$ cat src/rtl/sfifo_pkg.sv
package sfifo_pkg;

    localparam int WORD_W = 9;
    localparam int DEPTH  = 8;
    localparam int STA_W  = 16;

    localparam int STA_RXFULL  = 0;
    localparam int STA_BUSYERR = 9;
    localparam int STA_TXHALF  = 12;
    localparam int STA_TXFULL  = 13;
    localparam int STA_RXHALF  = 14;

    typedef struct packed {
        logic full;
        logic half;
        logic empty;
    } occ_t;

    typedef struct packed {
        logic srst;
        logic tx_en;
        logic rx_en;
    } ctl_t;

    function automatic ctl_t pack_ctl(input logic srst, input logic tx_en, input logic rx_en);
        ctl_t c;
        c.srst  = srst;
        c.tx_en = tx_en;
        c.rx_en = rx_en;
        return c;
    endfunction

endpackage

$ cat src/rtl/sfifo_core.sv
module sfifo_core #(
    parameter int W = 9,
    parameter int D = 8
) (
    input  logic                    clk,
    input  logic                    rst,
    input  logic                    clr,
    input  logic                    en,
    input  logic                    push,
    input  logic [W-1:0]            wdata,
    input  logic                    pop,
    output logic [W-1:0]            rdata,
    output logic [$clog2(D)-1:0]    lvl,
    output sfifo_pkg::occ_t         occ
);
    localparam int AW = $clog2(D);
    localparam int CW = AW + 1;
    localparam logic [CW-1:0] FULL_CNT = CW'(D);
    localparam logic [CW-1:0] HALF_CNT = CW'(D / 2);

    logic [W-1:0]  mem [D];
    logic [AW-1:0] wr_ptr, rd_ptr;
    logic [CW-1:0] cnt;
    logic          do_push, do_pop;

    function automatic logic [AW-1:0] step(input logic [AW-1:0] p);
        return (p == AW'(D - 1)) ? '0 : p + 1'b1;
    endfunction

    assign do_push = en && push && (cnt != FULL_CNT) && !clr;
    assign do_pop  = en && pop  && (cnt != '0) && !clr;

    always_ff @(posedge clk) begin
        if (do_push) mem[wr_ptr] <= wdata;
    end

    always_ff @(posedge clk) begin
        if (rst || clr) begin
            wr_ptr <= '0;
            rd_ptr <= '0;
            cnt    <= '0;
        end else begin
            if (do_push) wr_ptr <= step(wr_ptr);
            if (do_pop)  rd_ptr <= step(rd_ptr);
            case ({do_push, do_pop})
                2'b10:   cnt <= cnt + 1'b1;
                2'b01:   cnt <= cnt - 1'b1;
                default: cnt <= cnt;
            endcase
        end
    end

    always_ff @(posedge clk) begin
        if (rst)         rdata <= '0;
        else if (do_pop) rdata <= mem[rd_ptr];
    end

    assign lvl       = cnt[AW-1:0];
    assign occ.full  = (cnt == FULL_CNT);
    assign occ.half  = (cnt >= HALF_CNT);
    assign occ.empty = (cnt == '0);

endmodule

$ cat src/rtl/sfifo_ctl.sv
module sfifo_ctl (
    input  logic              clk,
    input  logic              rst,
    input  sfifo_pkg::ctl_t   ctl,
    input  logic              rx_empty,
    output logic              clr,
    output logic              busy_err
);
    logic srst_q;

    assign clr = ctl.srst;

    always_ff @(posedge clk) begin
        if (rst) begin
            srst_q   <= 1'b0;
            busy_err <= 1'b0;
        end else begin
            srst_q <= ctl.srst;
            if (ctl.srst && !srst_q) busy_err <= !rx_empty;
        end
    end

endmodule

$ cat src/rtl/sfifo_sta.sv
module sfifo_sta #(
    parameter int SW = 16
) (
    input  sfifo_pkg::occ_t tx_occ,
    input  sfifo_pkg::occ_t rx_occ,
    input  logic            busy_err,
    output logic [SW-1:0]   sta
);
    import sfifo_pkg::*;

    always_comb begin
        sta              = '0;
        sta[STA_RXFULL]  = rx_occ.full;
        sta[STA_BUSYERR] = busy_err;
        sta[STA_TXHALF]  = tx_occ.half;
        sta[STA_TXFULL]  = tx_occ.full;
        sta[STA_RXHALF]  = rx_occ.half;
    end

endmodule

$ cat src/rtl/sfifo_pair.sv
module sfifo_pair #(
    parameter int W  = sfifo_pkg::WORD_W,
    parameter int D  = sfifo_pkg::DEPTH,
    parameter int SW = sfifo_pkg::STA_W,
    localparam int AW = $clog2(D)
) (
    input  logic          clk,
    input  logic          rst,
    input  logic          tx_en_i,
    input  logic          rx_en_i,
    input  logic          srst_i,
    input  logic          tx_push_i,
    input  logic [W-1:0]  tx_wdata_i,
    input  logic          tx_pop_i,
    output logic [W-1:0]  tx_rdata_o,
    input  logic          rx_push_i,
    input  logic [W-1:0]  rx_wdata_i,
    input  logic          rx_pop_i,
    output logic [W-1:0]  rx_rdata_o,
    output logic [AW-1:0] tx_lvl_o,
    output logic [AW-1:0] rx_lvl_o,
    output logic [SW-1:0] sta_o
);
    import sfifo_pkg::*;

    ctl_t ctl;
    occ_t tx_occ, rx_occ;
    logic clr, busy_err;

    assign ctl = pack_ctl(srst_i, tx_en_i, rx_en_i);

    sfifo_ctl u_ctl (
        .clk(clk), .rst(rst), .ctl(ctl), .rx_empty(rx_occ.empty),
        .clr(clr), .busy_err(busy_err)
    );

    sfifo_core #(.W(W), .D(D)) u_tx (
        .clk(clk), .rst(rst), .clr(clr), .en(ctl.tx_en),
        .push(tx_push_i), .wdata(tx_wdata_i), .pop(tx_pop_i),
        .rdata(tx_rdata_o), .lvl(tx_lvl_o), .occ(tx_occ)
    );

    sfifo_core #(.W(W), .D(D)) u_rx (
        .clk(clk), .rst(rst), .clr(clr), .en(ctl.rx_en),
        .push(rx_push_i), .wdata(rx_wdata_i), .pop(rx_pop_i),
        .rdata(rx_rdata_o), .lvl(rx_lvl_o), .occ(rx_occ)
    );

    sfifo_sta #(.SW(SW)) u_sta (
        .tx_occ(tx_occ), .rx_occ(rx_occ), .busy_err(busy_err), .sta(sta_o)
    );

endmodule

$ cat config.mk
export PLATFORM = sky130hd
export DESIGN_NAME = sfifo_pair
export DESIGN_NICKNAME = d
export VERILOG_FILES = /design/src/rtl/sfifo_pkg.sv /design/src/rtl/sfifo_core.sv /design/src/rtl/sfifo_ctl.sv /design/src/rtl/sfifo_sta.sv /design/src/rtl/sfifo_pair.sv
export SDC_FILE = /design/constraint.sdc
export NUM_CORES = 1
export LEC_CHECK = 0
export BUFFER_PORTS_ARGS = -buffer_cell sky130_fd_sc_hd__buf_4
export CAP_MARGIN = 10
export CORE_MARGIN = 5
export CORE_UTILIZATION = 50
export DETAILED_ROUTE_END_ITERATION = 7
export GPL_TIMING_DRIVEN = 0
export PLACE_DENSITY_LB_ADDON = 0.3
export SLEW_MARGIN = 30
export SYNTH_ARGS = -nofsm -noshare
export SYNTH_HDL_FRONTEND = slang
export SYNTH_SLANG_ARGS = --single-unit
$ cat constraint.sdc
create_clock -name clk -period 5.4 [get_ports clk]
set_input_delay 1.08 -clock clk [delete_from_list [all_inputs] [get_ports clk]]
set_output_delay 1.08 -clock clk [all_outputs]
set_load 0.005 [all_outputs]
==> run summary <==
Ports: 67
CTS Sinks: 184
CP Max Fanout: 11
Lkg Pwr: 3.11 nW
Vias: 4,136
PortBufs: 55
DRT Wirelength: 14,500 um
NumNets Final: 591
Fmax: 349 MHz
Multi-input gate area: 2090 sq um
setup bufs post-CTS: 0
Worst Hold Depth: 2
P_int: 2.39 mW
final hold viol count: 0
Switch Pwr: 0.562 mW
Worst Setup Start Kind: flip-flop
buffers and inverters on the worst path: 4
Slew Limit Headroom: 38.7%
Critical Path AT: 3220 ps
most used cell, CP: buf_6
# rows: 44
antenna-violating nets left: 0
CP peak stage delay: 480 ps
destination of the worst hold path: u_tx.cnt[3]$_SDFFE_PP0P_
pre-CTS setup slack: 2120 ps
GRT Resource Usage Total: 17.3%
Reg2Reg Depth: 13
Ys Warns: 0
reg-to-reg critical path endpoint: u_tx.cnt[2]$_SDFFE_PP0P_
Congestion Overflow GR: 0
top_reg_cell synth: edfxtp_1
RePlAce Congestion: 0.741
Slew Viols, Final: 0
setup tns final: 0 ps
pwr dens: 333 nW/um^2
Syn Inst Count: 456
DRC viols: 0
WL/cell: 19.4 um
antenna cells: 0
htree depth: 4
HP Class: flip-flop to flip-flop
Yosys reg bits: 184
dominant cells by area after synthesis: edfxtp_1 58%, mux4_2 11%, dfxtp_1 11%
Fillers: 1,090
number of synthesized flops with an enable pin: 144
Worst-path clk slew: 70 ps
part of the power in registers: 52.0%
critical-path cell list: buf_6 > or4_1 > buf_2 > and2_4 > buf_6 > buf_6 > ha_1 > xor2_1 > ha_1 > a21oi_1 > xor2_1 > or3_1 > a21oi_1
Post-CTS Hold Buffers: 0
fin worst setup slack: 2530 ps
Post-synth ARST share: 0%
worst reg2reg path startpoint: u_tx.cnt[1]$_SDFFE_PP0P_
clock skew: 5.01 ps
CP max-delay cell: or4_1
Max Buffers Root-to-Sink: 2
worst hold start: u_tx.cnt[3]$_SDFFE_PP0P_
Synth top cells by count: 144 x edfxtp_1, 40 x dfxtp_1, 40 x nor2_1
RSZ-0062 raised after global routing: no
combinational share of power: 2.4%
dpl hpwl: 9730 um
CP required: 5750 ps
first-pass GRT wire length: 23,000 um
Slew @ Worst Pin: 916 ps
Clock power frac: 45.5%
CTS tree: built
Starting Density: 50.9%
1st-pass router iterations: 4
initial antenna violation count: 0
# resized after CTS: 0
worst vdd ir: 328 uV
initial detailed-routing violation count: 245
mean post-synth cell area: 16.2 sq um
CP delay by family, top: simple AND/OR/NAND/NOR gates
share of the synthesized area in the top cell type: 58.4%
Cells after DPL: 714
Core Area: 14,500 sq um
Yosys cell types: 41
Period minus WS final: 2870 ps
switching share of power: 19.1%
Seq/Total Area, Yosys: 69.2%
Yosys top cell by area: edfxtp_1
largest net degree at the start of global routing: 17
Non-Filler Instances: 746
most common cell in the netlist: edfxtp_1
Setup Viol. Count Final: 0
vias in the first global route: 4,324
fraction of layout instances using a drive strength above 1: 33.8%
Final Total Pwr: 2.95 mW
period utilization: 53.1%
Max Cap Violations: 0
Vias/cell: 5.54
die width: 132 um
Die Height: 132 um
r2r setup slk: 2530 ps
Seq. cell area: 5120 sq um
status: finished clean
crit path kind: flip-flop to flip-flop
Layout area overhead: 19.6%
die area: 17,300 sq um
CP endpoint kind: flip-flop
Clock Latency Late Sink: 420 ps
post-synth design cell area: 7400 sq um
total CTS buffers: 17
Root Buffer: clkbuf_16
per-stage QoR:
step                      instance area, sq um  util [%]  hold WS, ps
after floorplan                           7440         -          456
after global placement                    8080      55.6          476
after detailed placement                  8200      56.4          482
after CTS                                 8850      60.9          494
after global routing                      8850      60.9          524
final                                     8850      60.9          492
logic make-up after synthesis:
kind of cell / after synthesis / share of synthesized area, %
buf+inv: 46 / 3.89
simple gates: 123 / 8.69
fa+ha+maj: 15 / 2.64
flops: 184 / 69.2
mux: 42 / 11.8
compound gates: 40 / 3.13
xor+xnor: 5 / 0.592
other cells: 1 / 0.0507
how the worst max path moves through the flow:
stage	startpoint	end	slack, ps	depth (start not counted)
6_report	u_tx.cnt[1]$_SDFFE_PP0P_	u_tx.cnt[2]$_SDFFE_PP0P_	2530	13
5_1_grt	u_tx.cnt[1]$_SDFFE_PP0P_	u_tx.cnt[2]$_SDFFE_PP0P_	2330	13
4_1_cts	u_tx.cnt[1]$_SDFFE_PP0P_	u_tx.cnt[2]$_SDFFE_PP0P_	2520	13
3_3_place_gp	srst_i	u_rx.mem[0][8]$_DFFE_PP_	1510	5
2_1_floorplan	tx_pop_i	u_tx.cnt[2]$_SDFFE_PP0P_	2430	11
3_5_place_dp	srst_i	u_tx.cnt[2]$_SDFFE_PP0P_	2120	12
area by class of cell:
type / count / area share, %
multi-input combinational: 236 / 23.6
tap: 184 / 2.60
inverter: 7 / 0.297
clock buffer: 17 / 4.80
clock inverter: 15 / 2.53
sequential: 184 / 57.9
timing repair buffer: 64 / 5.31
buffer: 39 / 2.95
layer usage:
layer,vias up,track usage [%],share of wire (%)
li1,1916,-,-
met1,2099,20.1,39
met2,102,30.4,54
met3,19,5.54,5.7
met4,0,5.89,1.3
met5,-,0,0
registers in the layout (all words and copies together), names as in the netlist:
register        flops
u_rx.rd_ptr         3
u_tx.mem           72
u_ctl.srst_q        1
u_rx.mem           72
u_rx.wr_ptr         3
u_tx.wr_ptr         3
u_tx.cnt            4
u_tx.rdata          9
u_tx.rd_ptr         3
u_rx.cnt            4
u_rx.rdata          9
u_ctl.busy_err      1
layout by cell type (no fill, tap or decap), types with 11 or more instances in the layout:
cell type  count
buf_4         78
nor3_1        18
mux4_2        36
conb_1        11
clkbuf_16     17
buf_2         12
o22ai_1       18
dfxtp_1       40
a21oi_1       15
edfxtp_1     144
ha_1          14
nor2_1        35
nand2_1       15
tightest hold or removal path, cell delays in order (launching register included):
cell	delay, ps
dfxtp_1	340
nand4_1	70
nand2_1	40
power by group through the flow:
stage	combinational (mW)	sequential, mW	clock [mW]
floorplan	0.0321	1.56	0
global placement	0.0665	1.56	0
detailed placement	0.0716	1.56	0
CTS	0.0721	1.53	1.36
global route	0.0793	1.53	1.42
finish	0.0716	1.53	1.34
Note: power is estimated with default switching activity, not from simulation.
